===== src/rtl/divPkg.sv =====
package divPkg;
  typedef enum logic [1:0] {
    ST_IDLE = 2'd0,
    ST_RUN  = 2'd1,
    ST_FIN  = 2'd2
  } divState_t;

  // strobes from the sequencer to the datapath
  typedef struct packed {
    logic load;    // capture operands, clear partial remainder
    logic step;    // resolve one quotient bit
    logic commit;  // write quotient (and flags) from the finished run
  } divCtrl_t;
endpackage


===== src/rtl/divOperands.sv =====
// Operand selection, divisor zero test and magnitude conversion (combinational).
module divOperands #(
  parameter int DATA_W = 64,
  parameter int IMM_W  = 13,
  localparam int HALF_W = DATA_W / 2
) (
  input  logic              wideMode,
  input  logic              signedOp,
  input  logic              useImm,
  input  logic [IMM_W-1:0]  imm,
  input  logic [DATA_W-1:0] opA,
  input  logic [DATA_W-1:0] opB,
  input  logic [HALF_W-1:0] yIn,
  output logic [DATA_W-1:0] dvdMag,
  output logic [DATA_W-1:0] dsrMag,
  output logic              quoNeg,
  output logic              divisorZero
);
  logic [DATA_W-1:0] srcB;
  logic [DATA_W-1:0] dvdRaw;
  logic [DATA_W-1:0] dsrRaw;
  logic              dvdNeg;
  logic              dsrNeg;

  always_comb begin
    srcB = useImm ? {{(DATA_W-IMM_W){imm[IMM_W-1]}}, imm} : opB;
    if (wideMode) begin
      dvdRaw = opA;
      dsrRaw = srcB;
    end else begin
      dvdRaw = {yIn, opA[HALF_W-1:0]};
      dsrRaw = signedOp ? {{HALF_W{srcB[HALF_W-1]}}, srcB[HALF_W-1:0]}
                        : {{HALF_W{1'b0}}, srcB[HALF_W-1:0]};
    end
    dvdNeg      = signedOp & dvdRaw[DATA_W-1];
    dsrNeg      = signedOp & dsrRaw[DATA_W-1];
    dvdMag      = dvdNeg ? -dvdRaw : dvdRaw;
    dsrMag      = dsrNeg ? -dsrRaw : dsrRaw;
    quoNeg      = dvdNeg ^ dsrNeg;
    divisorZero = (dsrRaw == '0);
  end
endmodule


===== src/rtl/divCtrl.sv =====
// Sequencer: idle / iterate / finish, with the completion pulse.
module divCtrl
  import divPkg::*;
#(
  parameter int DATA_W = 64,
  localparam int CNT_W = $clog2(DATA_W)
) (
  input  logic     clk,
  input  logic     rstN,
  input  logic     start,
  input  logic     divisorZero,
  output divCtrl_t ctrl,
  output logic     busy,
  output logic     done,
  output logic     divZero
);
  localparam logic [CNT_W-1:0] LAST_STEP = CNT_W'(DATA_W - 1);

  divState_t       state;
  logic [CNT_W-1:0] stepCnt;
  logic            zeroHit;

  always_comb begin
    ctrl.load   = (state == ST_IDLE) && start;
    ctrl.step   = (state == ST_RUN);
    ctrl.commit = (state == ST_FIN) && !zeroHit;
  end

  assign busy = (state != ST_IDLE);

  always_ff @(posedge clk or negedge rstN) begin
    if (!rstN) begin
      state   <= ST_IDLE;
      stepCnt <= '0;
      zeroHit <= 1'b0;
      done    <= 1'b0;
      divZero <= 1'b0;
    end else begin
      done    <= (state == ST_FIN);
      divZero <= (state == ST_FIN) && zeroHit;
      unique case (state)
        ST_IDLE: begin
          if (start) begin
            zeroHit <= divisorZero;
            stepCnt <= '0;
            state   <= divisorZero ? ST_FIN : ST_RUN;
          end
        end
        ST_RUN: begin
          stepCnt <= stepCnt + 1'b1;
          if (stepCnt == LAST_STEP) state <= ST_FIN;
        end
        ST_FIN:  state <= ST_IDLE;
        default: state <= ST_IDLE;
      endcase
    end
  end
endmodule


===== src/rtl/divDatapath.sv =====
// Restoring-division datapath plus result sign, saturation and flags.
module divDatapath
  import divPkg::*;
#(
  parameter int DATA_W = 64,
  localparam int HALF_W = DATA_W / 2
) (
  input  logic              clk,
  input  logic              rstN,
  input  divCtrl_t          ctrl,
  input  logic [DATA_W-1:0] dvdMag,
  input  logic [DATA_W-1:0] dsrMag,
  input  logic              quoNeg,
  input  logic              wideMode,
  input  logic              signedOp,
  input  logic              setFlags,
  output logic [DATA_W-1:0] quotient,
  output logic              flagsValid,
  output logic              flagN,
  output logic              flagZ,
  output logic              flagV
);
  localparam logic [DATA_W-1:0] SAT_U = {{HALF_W{1'b0}}, {HALF_W{1'b1}}};
  localparam logic [DATA_W-1:0] SAT_P = {{(HALF_W+1){1'b0}}, {(HALF_W-1){1'b1}}};
  localparam logic [DATA_W-1:0] SAT_N = {{(HALF_W+1){1'b1}}, {(HALF_W-1){1'b0}}};

  logic [DATA_W-1:0] remR, quoR, dsrR;
  logic              negR, wideR, sgnR, setFR;

  // one restoring step
  logic [DATA_W:0]   shifted;
  logic              borrow;
  logic [DATA_W-1:0] diff;

  always_comb begin
    shifted = {remR, quoR[DATA_W-1]};
    borrow  = shifted < {1'b0, dsrR};
    diff    = shifted[DATA_W-1:0] - dsrR;
  end

  // result shaping
  logic [DATA_W-1:0] qSigned, result;
  logic              hiNz, posOver, negUnder, unsOver, sat;
  logic              resN, resZ;

  always_comb begin
    qSigned  = negR ? -quoR : quoR;
    hiNz     = |quoR[DATA_W-1:HALF_W];
    unsOver  = !sgnR && hiNz;
    posOver  = sgnR && !negR && (|quoR[DATA_W-1:HALF_W-1]);
    negUnder = sgnR && negR && (hiNz || (quoR[HALF_W-1] && (|quoR[HALF_W-2:0])));
    if (wideR) begin
      sat    = 1'b0;
      result = qSigned;
      resN   = result[DATA_W-1];
      resZ   = (result == '0);
    end else begin
      sat = unsOver || posOver || negUnder;
      if (unsOver)       result = SAT_U;
      else if (posOver)  result = SAT_P;
      else if (negUnder) result = SAT_N;
      else               result = qSigned;
      resN = result[HALF_W-1];
      resZ = (result[HALF_W-1:0] == '0);
    end
  end

  always_ff @(posedge clk or negedge rstN) begin
    if (!rstN) begin
      remR  <= '0;
      quoR  <= '0;
      dsrR  <= '0;
      negR  <= 1'b0;
      wideR <= 1'b0;
      sgnR  <= 1'b0;
      setFR <= 1'b0;
    end else if (ctrl.load) begin
      remR  <= '0;
      quoR  <= dvdMag;
      dsrR  <= dsrMag;
      negR  <= quoNeg;
      wideR <= wideMode;
      sgnR  <= signedOp;
      setFR <= setFlags;
    end else if (ctrl.step) begin
      if (borrow) begin
        remR <= shifted[DATA_W-1:0];
        quoR <= {quoR[DATA_W-2:0], 1'b0};
      end else begin
        remR <= diff;
        quoR <= {quoR[DATA_W-2:0], 1'b1};
      end
    end
  end

  always_ff @(posedge clk or negedge rstN) begin
    if (!rstN) begin
      quotient   <= '0;
      flagsValid <= 1'b0;
      flagN      <= 1'b0;
      flagZ      <= 1'b0;
      flagV      <= 1'b0;
    end else begin
      flagsValid <= ctrl.commit && setFR;
      if (ctrl.commit) begin
        quotient <= result;
        if (setFR) begin
          flagN <= resN;
          flagZ <= resZ;
          flagV <= sat;
        end
      end
    end
  end
endmodule


===== src/rtl/divYSat.sv =====
module divYSat
  import divPkg::*;
#(
  parameter int DATA_W = 64,
  parameter int IMM_W  = 13,
  localparam int HALF_W = DATA_W / 2
) (
  input  logic              clk,
  input  logic              rstN,
  input  logic              start,
  input  logic              wideMode,
  input  logic              signedOp,
  input  logic              setFlags,
  input  logic              useImm,
  input  logic [IMM_W-1:0]  imm,
  input  logic [DATA_W-1:0] opA,
  input  logic [DATA_W-1:0] opB,
  input  logic [HALF_W-1:0] yIn,
  output logic              busy,
  output logic              done,
  output logic              divZero,
  output logic [DATA_W-1:0] quotient,
  output logic              flagsValid,
  output logic              flagN,
  output logic              flagZ,
  output logic              flagV,
  output logic              flagC
);
  divCtrl_t          ctrl;
  logic [DATA_W-1:0] dvdMag, dsrMag;
  logic              quoNeg, divisorZero;

  divOperands #(.DATA_W(DATA_W), .IMM_W(IMM_W)) u_ops (
    .wideMode(wideMode), .signedOp(signedOp), .useImm(useImm), .imm(imm),
    .opA(opA), .opB(opB), .yIn(yIn),
    .dvdMag(dvdMag), .dsrMag(dsrMag), .quoNeg(quoNeg), .divisorZero(divisorZero)
  );

  divCtrl #(.DATA_W(DATA_W)) u_ctrl (
    .clk(clk), .rstN(rstN), .start(start), .divisorZero(divisorZero),
    .ctrl(ctrl), .busy(busy), .done(done), .divZero(divZero)
  );

  divDatapath #(.DATA_W(DATA_W)) u_dp (
    .clk(clk), .rstN(rstN), .ctrl(ctrl),
    .dvdMag(dvdMag), .dsrMag(dsrMag), .quoNeg(quoNeg),
    .wideMode(wideMode), .signedOp(signedOp), .setFlags(setFlags),
    .quotient(quotient), .flagsValid(flagsValid),
    .flagN(flagN), .flagZ(flagZ), .flagV(flagV)
  );

  assign flagC = 1'b0;
endmodule


===== config.mk =====
export PLATFORM = sky130hd
export DESIGN_NAME = divYSat
export DESIGN_NICKNAME = d
export VERILOG_FILES = /design/src/rtl/divPkg.sv /design/src/rtl/divOperands.sv /design/src/rtl/divCtrl.sv /design/src/rtl/divDatapath.sv /design/src/rtl/divYSat.sv
export SDC_FILE = /design/constraint.sdc
export NUM_CORES = 1
export LEC_CHECK = 0
export ABC_AREA = 1
export BUFFER_PORTS_ARGS = -buffer_cell sky130_fd_sc_hd__buf_2
export CAP_MARGIN = 20
export CORE_AREA = 2 2 304 306
export DETAILED_ROUTE_END_ITERATION = 8
export DIE_AREA = 0 0 306 308
export PLACE_DENSITY = 0.54
export SLEW_MARGIN = 5
export SYNTH_ARGS = -nofsm -noshare
export SYNTH_HDL_FRONTEND = slang
export SYNTH_HIERARCHICAL = 1
export SYNTH_SLANG_ARGS = --single-unit

===== constraint.sdc =====
create_clock -name clk -period 3.07 [get_ports clk]
set_input_delay 0.307 -clock clk [delete_from_list [all_inputs] [get_ports clk]]
set_output_delay 0.307 -clock clk [all_outputs]
set_load 0.005 [all_outputs]

### Yosys cells after proc, flatten, opt, wreduce, memory -nomap -nowiden

Index checks and enable logic that the tools add are counted.

| word-level totals | value |
|---|---|
| register bits | 275 |
| bits in latches | 0 |
| RAM bits | 0 |
| bits in read-only memories | 0 |
| input port bits | 180 |
| output and inout bits | 72 |
| memories | 0 |

| operators by class | value |
|---|---|
| add/sub/neg operators | 5 |
| multiply operators | 0 |
| divide/modulo/power cells | 0 |
| $lt $le $gt $ge | 1 |
| eq/ne operators | 5 |
| shift operators | 0 |
| mux-type cells | 27 |
| bitwise logic cells | 3 |
| reductions and logical operators | 30 |

Operators with widths:

| cell | number |
|---|---|
| two-way mux 64 bit | 17 |
| negator 64 bit | 3 |
| zero test 64 bit | 2 |
| less-than comparator 65 x 64 -> 1 bit | 1 |
| subtractor 64 bit | 1 |
| OR reduction 33 bit | 1 |
| zero test 32 bit | 1 |
| OR reduction 32 bit | 1 |
| OR reduction 31 bit | 1 |
| one-hot mux 6 bit (2 select lines) | 1 |
| logical AND 1 bit | 10 |
| AND reduction 2 bit | 4 |
| adder 6 x 1 -> 6 bit, second input constant | 1 |
| equality test 6 bit, second input constant | 1 |
| two-way mux 2 bit | 3 |
| two-way mux 6 bit | 1 |
| nonzero test 2 bit | 3 |
| two-way mux 1 bit | 4 |
| one-hot mux 2 bit (2 select lines) | 1 |
| zero test 1 bit | 3 |
| logical OR 1 bit | 3 |
| bitwise AND 1 bit | 2 |
| equality test 2 x 1 -> 1 bit, second input constant | 1 |
| equality test 2 bit, second input constant | 1 |
| other kinds (4) | 4 |

### Logic depth before layout (Yosys ltp)

| logic depth | value |
|---|---|
| depth in word-level cells | 10 |
| mapped depth | 19 |
| gate-level depth less buffers | 19 |

### Cells and area by module

Netlist, hierarchy kept.

Modules (own cells, without submodules):

| module | instances | cells an instance | area an instance (sq um) | sequential area each (sq um) |
|---|---|---|---|---|
| divDatapath | 1 | 2,798 | 18,621.6 | 6,606.3 |
| divOperands | 1 | 1,350 | 6,039.5 | 0.0 |
| divCtrl | 1 | 64 | 546.8 | 275.3 |
| divYSat | 1 | 2 | 11.3 | 0.0 |

### Worst setup path before layout

OpenSTA, ideal clock, no wires.

| timing path | value |
|---|---|
| kind | register to register |
| start point | reg u_dp.quoR[63] |
| end point | reg u_dp.remR[52] |
| setup time | 0.120 ns |
| arrival | 2.252 ns |
| setup slack | 0.698 ns |
| cell stages (with the launch flop) | 16 |
| buffers on the path | 0 |
| clock period less this slack | 2.372 ns |
| cells stage by stage | dfrtp_1 -> inv_1 -> ha_1 -> inv_1 -> fa_1 -> nand3_1 -> nand2_1 -> nand2_1 -> nand2_1 -> a21oi_1 -> o21ai_0 -> nand3_1 -> nand2_1 -> xor2_1 -> o21ai_1 -> nand2_1 |

| between the ends | value |
|---|---|
| cells in the longest elaborated chain, start to end | 4 |

Ends and longest elaborated chain:

| item | RTL line | text |
|---|---|---|
| from (decl) | divDatapath.sv:27 | `logic [DATA_W-1:0] remR, quoR, dsrR;` |
| from (signal assigned) | divDatapath.sv:79 | `quoR <= dvdMag;` |
| from (signal assigned) | divDatapath.sv:88 | `quoR <= {quoR[DATA_W-2:0], 1'b0};` |
| from (signal assigned) | divDatapath.sv:91 | `quoR <= {quoR[DATA_W-2:0], 1'b1};` |
| subtractor 64 bit or less-than comparator 65 x 64 -> 1 bit (tied branches) | divDatapath.sv:38, divDatapath.sv:37 |  |
| two-way mux 64 bit (*) | divDatapath.sv:86 | `if (borrow) begin` |
| two-way mux 64 bit (*) | divDatapath.sv:85 | `end else if (ctrl.step) begin` |
| two-way mux 64 bit (*) | divDatapath.sv:77 | `end else if (ctrl.load) begin` |
| to (signal assigned) | divDatapath.sv:87 | `remR <= shifted[DATA_W-1:0];` |
| to (signal assigned) | divDatapath.sv:90 | `remR <= diff;` |
| to (decl) | divDatapath.sv:27 |  |

Every way passes the cells marked *; elsewhere a longest branch is shown, timed or not. The select of a mux whose other input is x is not followed.
A chain may end at the register's enable or synchronous reset.

### Worst setup path in the final report

| timing path | value |
|---|---|
| start point | reg u_dp.quoR[63] |
| end point | reg u_dp.remR[54] |

The elaborated chain is that of the path after synthesis.

==> summary.txt <==
global-route usage over all layers - 21.7%
crit path from - u_dp/quoR[63]$_DFFE_PN0P_
clk slew on worst S/H paths - 0.06 ns
GP Congestion - 0.967
Worst-Skew Late Latency - 0.57 ns
number of global-route vias before repair - 26,300
Ports - 252
clock sinks - 275
Final Skew - 0.0376 ns
Most used DFF post-synth - dfrtp_1
routed wire length per instance - 18.5 µm
Routed Antenna Nets - 0
crit end category - flip-flop
dpl ws - -0.282 ns
CTS tree - yes
filler instances - 10,300
die width - 306 µm
Vias - 27,600
TritonCTS Buffers - 37
yosys warns - 6
leakage - 14.8 nW
Vias/cell - 4.87
CP Data Arrival Time - 3.35 ns
final WL - 105,000 µm
maximum root-to-sink buffer count - 3
Post-DP HPWL - 86,600 µm
Fmax achieved - 344 MHz
H-tree Lvls - 2
syn_area_per_cell - 5.98 µm²
Slew @ Worst Pin - 0.682 ns
Slew HR - 54.5%
total grt overflow - 0
Post-Syn Instances - 4,214
CP endpoint - u_dp/remR[54]$_DFFE_PN0P_
post-synthesis sequential area ratio - 27.3%
die span in y - 308 µm
initial antenna violation count - 7
synthesized cell area - 25,200 µm²
Startpoint Class - flip-flop
Crit-path slowest cell - dfrtp_2
initial core utilization - 27.7%
# port buffers - 250
Worst R2R Setup Slack - 0.16 ns
Power, Total - 34.5 mW
core footprint - 91,000 µm²
Layout Cells excl Fill - 5,667
TritonRoute pass-1 iters - 6
Synth-to-Final Area Change - 16.4%
reg-to-reg endpoint - u_dp/remR[54]$_DFFE_PN0P_
CP max FO - 4
HP Class - input port to flip-flop
num rows - 111
final setup vio count - 0
Final Critical Period - 2.91 ns
Post-synth ARST share - 100%
Final nets - 4,702
largest incremental delay on the critical path - 0.46 ns
most common cell after layout, fill and taps aside - nand2_1
CP Cell Sequence - inv_1 > ha_2 > inv_1 > fa_1 > nand3_1 > nand2_2 > nand3_1 > nand2_2 > inv_1 > o21ai_2 > nand2_1 > nand2_1 > nand2_1 > nand3_1 > xor2_1 > nor2_1 > o21ai_1
Final Hold Vio Count - 0
crit path kind - flip-flop to flip-flop
Setup WS post-layout - 0.164 ns
most frequent cells in the layout - 1,478 x nand2_1, 557 x nor2_1, 512 x inv_1
dpl cells - 5,597
synthesized flop and latch total - 275
pin count of the biggest net entering global routing - 75
max-slew violations - 0
max cap viols - 0
Starting DRT DRC Count - 2,314
layout cells sized above 1 - 11.5%
pwr/cell area - 1180 nW/µm²
Required @ worst endpoint - 3.51 ns
final hold slack - 0.0638 ns
Synth cell types - 57
number of flops mapped to enable cells by yosys - 0
root buffer cell - clkbuf_16
fin crit share - 94.6%
Die Area - 94,200 µm²
status - completed
Post-Synthesis Net Count - 4,463
path depth of the worst reg2reg path - 17
reg-to-reg startpoint - u_dp/quoR[63]$_DFFE_PN0P_
DRC - 0
Max VDD drop - 0.514 mV
first-pass GRT wire length - 159,000 µm
## critical path: cells and delay by family (launching register included)
family                     cells  cell delay [ns]
and+or+nand+nor                9             1.04
adders and majority gates      2             0.61
AOI/OAI and AO/OA              2             0.18
buffers and inverters          3             0.33
xor gates and xnor gates       1             0.17
DFF                            1             0.46
## cells in the mapped netlist, drive strengths merged (3+ instances only)
master / number / share of area, %
buf: 75 / 1.9
nand2: 1496 / 22
nand3b: 15 / 0.45
nor2: 597 / 9.5
o21bai: 16 / 0.51
nor4: 7 / 0.26
a31oi: 6 / 0.15
xnor2: 44 / 1.5
a22o: 14 / 0.49
dfrtp: 275 / 27
clkbuf: 63 / 0.94
ha: 68 / 3.4
o22ai: 5 / 0.12
o221ai: 62 / 2.2
a21o: 5 / 0.15
nand3: 237 / 4.8
nor3: 32 / 0.67
o21a: 13 / 0.39
or2: 10 / 0.25
nand4: 45 / 1.1
and3: 3 / 0.074
inv: 540 / 8.0
o21ai: 309 / 6.2
clkinv: 4 / 0.060
a21oi: 148 / 3.0
o211ai: 12 / 0.36
xor2: 97 / 3.4
## flip-flops by register name, indices dropped and copies added (netlist names), 2 cells and up
| signal | count |
|---|---|
| u_dp/remR | 64 |
| u_dp/dsrR | 64 |
| u_dp/quoR | 64 |
| u_ctrl/state | 2 |
| u_dp/quotient | 64 |
| u_ctrl/stepCnt | 6 |
## worst min path at each step
stage / from / end / slack, ns / depth (start not counted)
after global routing: start / u_ctrl/stepCnt[5]$_DFFE_PN0P_ / 0.08 / 4
after floorplan: rstN / u_ctrl/divZero$_DFF_PN0_ / 0.01 / 0
after global placement: rstN / u_dp/quotient[0]$_DFFE_PN0P_ / 0.35 / 1
after detailed placement: rstN / u_dp/quotient[0]$_DFFE_PN0P_ / 0.36 / 1
after CTS: start / u_ctrl/stepCnt[5]$_DFFE_PN0P_ / 0.04 / 4
final: start / u_ctrl/stepCnt[5]$_DFFE_PN0P_ / 0.06 / 4
## per-stage QoR
stage	util, %	instance area, µm²	setup TNS [ns]
2_1_floorplan	-	25200	0
3_3_place_gp	30.9	28100	-2.25
3_5_place_dp	30.9	28100	-1.80
4_1_cts	32.2	29300	0
5_1_grt	32.3	29300	-0.00294
6_report	32.3	29400	0
## power breakdown
| group | switching [mW] | total, mW | internal (mW) |
|---|---|---|---|
| sequential | 1.25 | 6.61 | 5.37 |
| clock | 1.75 | 4.30 | 2.56 |
| combinational | 16.2 | 23.6 | 7.47 |
| total | 19.2 | 34.5 | 15.4 |
## final cells by class
type | count | area, µm² | area share (%)
diodes | 4 | 10.0 | 0.0341
clock buffers | 49 | 1040 | 3.55
clock inverters | 14 | 151 | 0.516
inverters | 544 | 2050 | 6.97
multi-input cells | 3257 | 15600 | 53.3
flip-flops and latches | 275 | 6880 | 23.5
well taps | 1186 | 1480 | 5.05
repair buffers | 338 | 2090 | 7.12
## routing by layer
metal | vias up | part of all wire, % | track usage, %
li1 | 13800 | - | -
met1 | 12800 | 45 | 29.3
met2 | 834 | 46 | 36.3
met3 | 153 | 5.4 | 2.34
met4 | 2 | 3.1 | 6.54
met5 | - | 0.012 | 0
## timing repair
item                                   4_1_cts  5_1_grt
setup endpoints to repair                   16       15
gates resized for setup                      5        7
endpoints found under the hold margin       67        0
setup buffers                                1        0
hold buffers                                 2        0
## cell families (layout without fill, tap and decap cells)
family | Yosys count | count (layout) | synth area share [%]
AOI/OAI and AO/OA | 600 | 600 | 13.8
buffers and inverters | 682 | 945 | 10.9
DFF | 275 | 275 | 27.3
and+or+nand+nor | 2444 | 2444 | 39.5
other | 1 | 5 | 0.0149
muxes | 2 | 2 | 0.0893
adders and majority gates | 69 | 69 | 3.45
xor gates and xnor gates | 141 | 141 | 4.90
Power figures use the tool's default switching activity.
